`config.mk`:
```
export PLATFORM = sky130hd
export DESIGN_NAME = ts_strobe_gen
export DESIGN_NICKNAME = d
export VERILOG_FILES = /design/src/rtl/ts_strobe_pkg.sv /design/src/rtl/ts_pos_counter.sv /design/src/rtl/ts_strobe_decode.sv /design/src/rtl/ts_strobe_gen.sv
export SDC_FILE = /design/constraint.sdc
export NUM_CORES = 1
export LEC_CHECK = 0
export ABC_AREA = 0
export BUFFER_PORTS_ARGS = -buffer_cell sky130_fd_sc_hd__buf_2
export CAP_MARGIN = 5
export CORE_MARGIN = 2
export CORE_UTILIZATION = 48
export CTS_BUF_LIST = sky130_fd_sc_hd__clkbuf_8
export DETAILED_ROUTE_END_ITERATION = 10
export PLACE_DENSITY = 0.95
export SYNTH_ARGS = -nofsm -noshare
export SYNTH_HDL_FRONTEND = slang
export SYNTH_HIERARCHICAL = 1
export SYNTH_SLANG_ARGS = --single-unit
export TNS_END_PERCENT = 1
```
`constraint.sdc`:
```
create_clock -name clk_i -period 8.2 [get_ports clk_i]
set_input_delay 0.82 -clock clk_i [delete_from_list [all_inputs] [get_ports clk_i]]
set_output_delay 0.82 -clock clk_i [all_outputs]
set_load 0.01 [all_outputs]
```
`src/rtl/ts_strobe_pkg.sv`:
```
package ts_strobe_pkg;

    parameter int unsigned TS_SLOTS = 32;
    parameter int unsigned TS_BITS  = 8;

    localparam int unsigned SLOT_W = $clog2(TS_SLOTS);
    localparam int unsigned BIT_W  = $clog2(TS_BITS);

    // fixed 1.544-in-2.048 pattern boundaries
    parameter int unsigned G8_A_LO   = 1;
    parameter int unsigned G8_A_HI   = 15;
    parameter int unsigned G8_B_LO   = 17;
    parameter int unsigned G8_B_HI   = 25;
    parameter int unsigned G8_P_SLOT = 26;
    parameter int unsigned G8_P_BIT  = 0;

    typedef logic [SLOT_W-1:0] slot_t;
    typedef logic [BIT_W-1:0]  bidx_t;

    typedef struct packed {
        slot_t sidx;
        bidx_t bidx;
    } frame_pos_t;

    typedef enum logic {
        BLK_MASK = 1'b0,
        BLK_G802 = 1'b1
    } blk_mode_e;

    function automatic logic g802_full(input int unsigned s);
        return ((s >= G8_A_LO) && (s <= G8_A_HI)) ||
               ((s >= G8_B_LO) && (s <= G8_B_HI));
    endfunction

endpackage

```
`src/rtl/ts_pos_counter.sv`:
```
module ts_pos_counter
    import ts_strobe_pkg::*;
(
    input  logic       clk_i,
    input  logic       rst_i,
    input  logic       sync_i,
    output frame_pos_t pos_q_o,
    output frame_pos_t pos_nxt_o
);

    localparam bidx_t BIT_LAST  = bidx_t'(TS_BITS - 1);
    localparam slot_t SLOT_LAST = slot_t'(TS_SLOTS - 1);

    frame_pos_t pos_q;
    frame_pos_t pos_nxt;

    always_comb begin
        pos_nxt = pos_q;
        if (rst_i || sync_i) begin
            pos_nxt = '0;
        end else if (pos_q.bidx == BIT_LAST) begin
            pos_nxt.bidx = '0;
            pos_nxt.sidx = (pos_q.sidx == SLOT_LAST) ? '0 : pos_q.sidx + 1'b1;
        end else begin
            pos_nxt.bidx = pos_q.bidx + 1'b1;
        end
    end

    always_ff @(posedge clk_i) begin
        pos_q <= pos_nxt;
    end

    assign pos_q_o   = pos_q;
    assign pos_nxt_o = pos_nxt;

    AST_BIT_STEP: assert property (@(posedge clk_i) disable iff (rst_i)
        (!sync_i && pos_q.bidx != BIT_LAST) |=> (pos_q.bidx == $past(pos_q.bidx) + 1'b1));

    AST_SLOT_WRAP: assert property (@(posedge clk_i) disable iff (rst_i)
        (!sync_i && pos_q.bidx == BIT_LAST && pos_q.sidx == SLOT_LAST) |=> (pos_q.sidx == '0));

    AST_SYNC_ZERO: assert property (@(posedge clk_i) disable iff (rst_i)
        sync_i |=> (pos_q == '0));

endmodule

```
`src/rtl/ts_strobe_decode.sv`:
```
module ts_strobe_decode
    import ts_strobe_pkg::*;
(
    input  logic                clk_i,
    input  logic                rst_i,
    input  frame_pos_t          pos_nxt_i,
    input  frame_pos_t          pos_cur_i,
    input  logic [TS_SLOTS-1:0] mask_i,
    input  blk_mode_e           mode_i,
    output logic                chan_clk_o,
    output logic                chan_blk_o
);

    localparam slot_t P_SLOT = slot_t'(G8_P_SLOT);
    localparam bidx_t P_BIT  = bidx_t'(G8_P_BIT);

    logic [TS_SLOTS-1:0] g8_full_vec;

    for (genvar s = 0; s < TS_SLOTS; s++) begin : g_slot_pat
        assign g8_full_vec[s] = g802_full(s);
    end

    logic blk_g8;
    logic blk_msk;
    logic blk_nxt;

    always_comb begin
        blk_g8  = g8_full_vec[pos_nxt_i.sidx] ||
                  ((pos_nxt_i.sidx == P_SLOT) && (pos_nxt_i.bidx == P_BIT));
        blk_msk = mask_i[pos_nxt_i.sidx];
        blk_nxt = (mode_i == BLK_G802) ? blk_g8 : blk_msk;
    end

    always_ff @(posedge clk_i) begin
        if (rst_i) begin
            chan_clk_o <= 1'b0;
            chan_blk_o <= 1'b0;
        end else begin
            chan_clk_o <= (pos_nxt_i.bidx == '0);
            chan_blk_o <= blk_nxt;
        end
    end

    // sampled copies for the checks below
    logic [TS_SLOTS-1:0] mask_d;
    blk_mode_e           mode_d;
    always_ff @(posedge clk_i) begin
        mask_d <= mask_i;
        mode_d <= mode_i;
    end

    AST_CLK_ALIGN: assert property (@(posedge clk_i) disable iff (rst_i)
        1'b1 |=> (chan_clk_o == (pos_cur_i.bidx == '0)));

    AST_MASK_FOLLOW: assert property (@(posedge clk_i) disable iff (rst_i)
        (mode_i == BLK_MASK) |=> (chan_blk_o == mask_d[pos_cur_i.sidx]));

    AST_G802_PARTIAL: assert property (@(posedge clk_i) disable iff (rst_i)
        (mode_i == BLK_G802) |=>
            (!((pos_cur_i.sidx == P_SLOT) && (pos_cur_i.bidx != P_BIT)) || !chan_blk_o));

    AST_G802_EDGE_SLOTS: assert property (@(posedge clk_i) disable iff (rst_i)
        (mode_i == BLK_G802) |=>
            (!((pos_cur_i.sidx == '0) || (pos_cur_i.sidx == slot_t'(16))) || !chan_blk_o));

endmodule

```
`src/rtl/ts_strobe_gen.sv`:
```
module ts_strobe_gen
    import ts_strobe_pkg::*;
(
    input  logic                clk_i,
    input  logic                rst_i,
    input  logic                frame_sync_i,
    input  logic [TS_SLOTS-1:0] mask_i,
    input  logic                g802_mode_i,
    output logic                chan_clk_o,
    output logic                chan_blk_o,
    output logic [SLOT_W-1:0]   slot_idx_o,
    output logic [BIT_W-1:0]    bit_idx_o
);

    frame_pos_t pos_q;
    frame_pos_t pos_nxt;
    blk_mode_e  mode;

    assign mode = g802_mode_i ? BLK_G802 : BLK_MASK;

    ts_pos_counter u_cnt (
        .clk_i     (clk_i),
        .rst_i     (rst_i),
        .sync_i    (frame_sync_i),
        .pos_q_o   (pos_q),
        .pos_nxt_o (pos_nxt)
    );

    ts_strobe_decode u_dec (
        .clk_i      (clk_i),
        .rst_i      (rst_i),
        .pos_nxt_i  (pos_nxt),
        .pos_cur_i  (pos_q),
        .mask_i     (mask_i),
        .mode_i     (mode),
        .chan_clk_o (chan_clk_o),
        .chan_blk_o (chan_blk_o)
    );

    assign slot_idx_o = pos_q.sidx;
    assign bit_idx_o  = pos_q.bidx;

endmodule

```
After elaboration in Yosys (flattened, before gate mapping) --
Memories as Yosys holds them, arrays and structs flattened. Cells that the tools add are included. Widths: inputs -> output; s select.
Storage, ports and cells: bits in registers 10, memory bits (read-only) 32, word-level logic and storage cells 24, memories 1
Memories:
- (no name shown) | words 32, width 1, read ports 1, clocked after Yosys merged registers in 0, wr ports 0, RTL line ts_strobe_decode.sv:28 | blk_g8 = g8_full_vec[pos_nxt_i.sidx] ||
Cells by class: add/subtract/negate cells 2, $lt $le $gt $ge 1, eq/ne operators 3, muxes and demuxes 9, reduce and logical (&&, ||, !) cells 4
Operators with widths (number):
- $eq 5x5->1 const B | 2
- $mux 5 | 2
- $mux 8 | 1
- $lt 5x6->1 const B | 1
- $add 5x1->5 const B | 1
- $bmux 1 s5 | 1
- $mux 1 | 4
- $add 3x1->3 const B | 1
- $eq 3x3->1 const B | 1
- $logic_not 3->1 | 1
- $mux 3 | 1
- $logic_or 1x1->1 | 2
- $logic_and 1x1->1 | 1

Logic depth before layout (Yosys ltp) --
depth after elaboration 8, depth in mapped cells 11, mapped depth without buffers 10

Hierarchy --
The synthesis kept the hierarchy.
Modules (own cells, without submodules):
- ts_strobe_decode | instances 1, cells an instance 39, area an instance 454.2 sq um, sequential area each 40.0 sq um
- ts_pos_counter | instances 1, cells an instance 37, area an instance 349.1 sq um, sequential area each 160.2 sq um

Worst setup path before layout --
No wires, ideal clock.
path type register to register, from register u_cnt/pos_q_o[3] (netlist name), to register u_dec.chan_blk_o, arrival 2.672 ns, data required time 8.081 ns, slack 5.409 ns, cell stages (with the launch flop) 11, buffers on the path 1, period minus slack after synthesis 2.791 ns, path through dfxtp_1 ha_1 and3_1 ha_1 or3_2 a21oi_1 buf_6 mux4_2 a22oi_2 a311o_1 a22oi_2
RTL lines:
- end signal: assignment | RTL line ts_strobe_decode.sv:40 | chan_blk_o <= blk_nxt;
- end: declaration | RTL line ts_strobe_decode.sv:11 | output logic chan_blk_o

==> flow_summary.ini <==
[synth]
synth_fp_nets = 116
yosysWarningCount = 6
ys_seq_area_share_pct = 24.9
synthSimpleGateAreaFrac_pct = 22.1
synth_xor_area_share_pct = 0
yosys.area_share.adder_pct = 6.23
synth.cell_area_um2 = 803
avgSynthCellArea_um2 = 10.6
syn_inst = 76
ys_ff_latch = 10
synth_compound_area_share_pct = 12.1
synth_top_family_by_area = multiplexers
synth_cell_types = 34
synth_mux_area_share_pct = 26.8

[setup_path]
cpLargestDelayFamily = compound AO/OA/AOI/OAI gates
worst-endpoint-arrival_ns = 3.59
cp_max_fo = 12
crit_path_end_kind = register
worstPathRequired_ns = 8.33
critPathLaunchType = register
crit_chain = ha_1 > and3_1 > ha_1 > or3_2 > a21oi_1 > mux4_1 > a22oi_2 > a311o_1 > a22oi_2
cpPeakStageDelay_ns = 0.81
worst-setup-path-type = register to register
critPathSlowestCell = a21oi_1
path_buf_inv = 0

[power_and_ir_drop]
p_int_mw = 0.103
p_leak_nw = 0.478
p_per_area_nw_per_um2 = 122
power_frac_clock_pct = 48.3
p_switching_mw = 0.0257
p_seq_share_pct = 39.2
fin_total_pwr_mw = 0.128
power.share.combinational_pct = 12.5
ir_drop_mv = 0.0611
switching_share_pct = 20.1

[floorplanning]
start_util_pct = 52.1
boundaryPins = 46
die_x_um = 44.9
rows = 14
die_h_um = 44.9
coreArea_um2 = 1540
die_area_um2 = 2020

[drt]
drt_first_pass_iters = 4
first_iter_violations = 13
ant_nets = 0
viasPerCell = 5.86
detail_route.wl_per_cell_um = 13.2
drc_errors = 0
routed_wl_mm = 1.79
vias = 797

[global_routing]
globalRouteTotalUtil_pct = 19.7
grt_max_degree = 14
grt_pass1_vias = 704
antenna_found_initial = 0
grt_pass1_wl_mm = 2.87
overflow = 0

[sta]
slew_headroom_pct = 32.9
final.period_utilization_pct = 42.2
hold_ws_ns = 0.506
timing.fmax_mhz = 289
fin_crit_ns = 3.46
setup_viol = 0
slew_violations = 0
timing.final.ws_setup_ns = 4.74
setup_tns_ns = 0
finClkSkew_ns = 0.00137
worst_pin_slew_ns = 1.01
hold_viol = 0
rsz0062_at_grt = false

[layout]
fin_area_um2 = 1050
nNetsFinal = 161
diodes = 0
fin_cells = 136
nFillCells = 123
synthToLayoutAreaGrowth_pct = 31.0
drive_above_1_share_pct = 52.5
postLayoutCoreUtil_pct = 68.3

[worst_hold_path]
hold_class = register to register

[clock_tree]
root_buffer = clkbuf_8
cts_tree = yes
cts_hold_buf = 0
h-tree-depth = 1
post-cts-setup-buffers = 0
clock_tree.buffer_depth = 2
cts_buffers = 3
clk_pin_slew_worst_paths_ns = 0.05
insertion_delay_ns = 0.24
clock_sink_count = 10
cts_resized = 0

[placement]
portBuffers = 45
dpl.hpwl_mm = 1.43
gp_congestion = 0.817
post-place-ws_ns = 4.71
placed_cell_area_um2 = 997
placedCellCount = 132

[flow_run]
maxCapViolCount = 0

[run_status]
status = finished, final reports clean
==> power by group through the flow <==
stage | Clock, mW | Combinational [mW] | Sequential (mW)
6_report | 0.0620 | 0.0160 | 0.0503
2_1_floorplan | 0 | 0.00592 | 0.0518
3_3_place_gp | 0 | 0.0155 | 0.0512
4_1_cts | 0.0635 | 0.0163 | 0.0503
5_1_grt | 0.0652 | 0.0177 | 0.0502
3_5_place_dp | 0 | 0.0161 | 0.0512
==> area by class of cell <==
cell class | count | area, um^2 | share of cell area (%)
timing repair buffer | 45 | 225 | 21.4
tap | 16 | 20.0 | 1.90
clock buffer | 4 | 55.1 | 5.23
inverter | 3 | 11.3 | 1.07
multi-input combinational | 58 | 541 | 51.4
sequential | 10 | 200 | 19.0
==> cells in the mapped netlist <==
cell type	instances	area share, %
a221oi_1	1	1.1
and3_1	2	1.6
mux2_2	2	2.8
a21oi_1	4	2.5
nand2_1	2	0.93
nand3b_1	2	1.9
and2b_2	1	1.1
or3_2	2	1.9
nand3_1	3	1.9
mux2i_1	2	2.5
or4_1	1	0.93
o211ai_1	1	0.93
nor3_1	2	1.2
or2b_1	1	0.93
inv_2	1	0.47
inv_1	2	0.93
and3b_2	1	1.2
nor4_1	2	1.6
o311a_1	1	1.2
nor2_1	8	3.7
or2_2	1	0.78
mux4_1	4	13
ha_1	4	6.2
a22oi_2	2	3.1
mux4_2	3	8.4
nor3b_1	1	0.93
and4bb_2	1	1.6
buf_6	3	4.2
clkbuf_8	1	1.7
a31oi_1	1	0.78
clkbuf_1	1	0.47
dfxtp_1	10	25
a311o_1	1	1.2
o21ai_0	2	1.2
==> path summary, 6_finish.rpt <==
path	start	to	slack, ns	cells past startpoint
setup / recovery	u_cnt/pos_q_o[3]	u_dec/chan_blk_o	4.74	9
hold / removal	u_cnt/pos_q_o[0]	u_cnt/pos_q_o[0]	0.51	1
setup reg to reg	u_cnt/pos_q_o[3]	u_dec/chan_blk_o	4.74	9
hold reg to reg	u_cnt/pos_q_o[0]	u_cnt/pos_q_o[0]	0.51	1
==> worst register-to-register path, cell delays in order (launching register included) <==
cell	delay [ns]
dfxtp_1	0.35
ha_1	0.24
and3_1	0.18
ha_1	0.22
or3_2	0.46
a21oi_1	0.81
mux4_1	0.68
a22oi_2	0.18
a311o_1	0.20
a22oi_2	0.05
==> layer usage <==
metal	up-vias	GRT usage, %	part of all wire (%)
li1	387	-	-
met1	363	23.1	39
met2	43	33.6	48
met3	4	4.00	11
met4	0	10.6	1.7
met5	-	0	0
==> cell families (layout without fill, tap and decap cells) <==
| logic type | after synthesis | after routing |
|---|---|---|
| AOI/OAI and AO/OA | 13 | 13 |
| adders and majority gates | 4 | 4 |
| and+or+nand+nor | 30 | 30 |
| DFF | 10 | 10 |
| buffers and inverters | 8 | 52 |
| muxes | 11 | 11 |
==> registers in the layout, indices dropped and copies added (netlist names) <==
name,flops
u_cnt/pos_q_o,8
u_dec/chan_blk_o,1
u_dec/chan_clk_o,1
==> cell usage in the layout, fill, tap and decap left out, types with 3 or more instances in the layout <==
master,count
a21oi_1,4
mux4_1,4
dfxtp_1,10
buf_2,45
clkbuf_8,4
ha_1,4
nor2_1,8
nand3_1,3
mux4_2,3
Power figures use the tool's default switching activity.
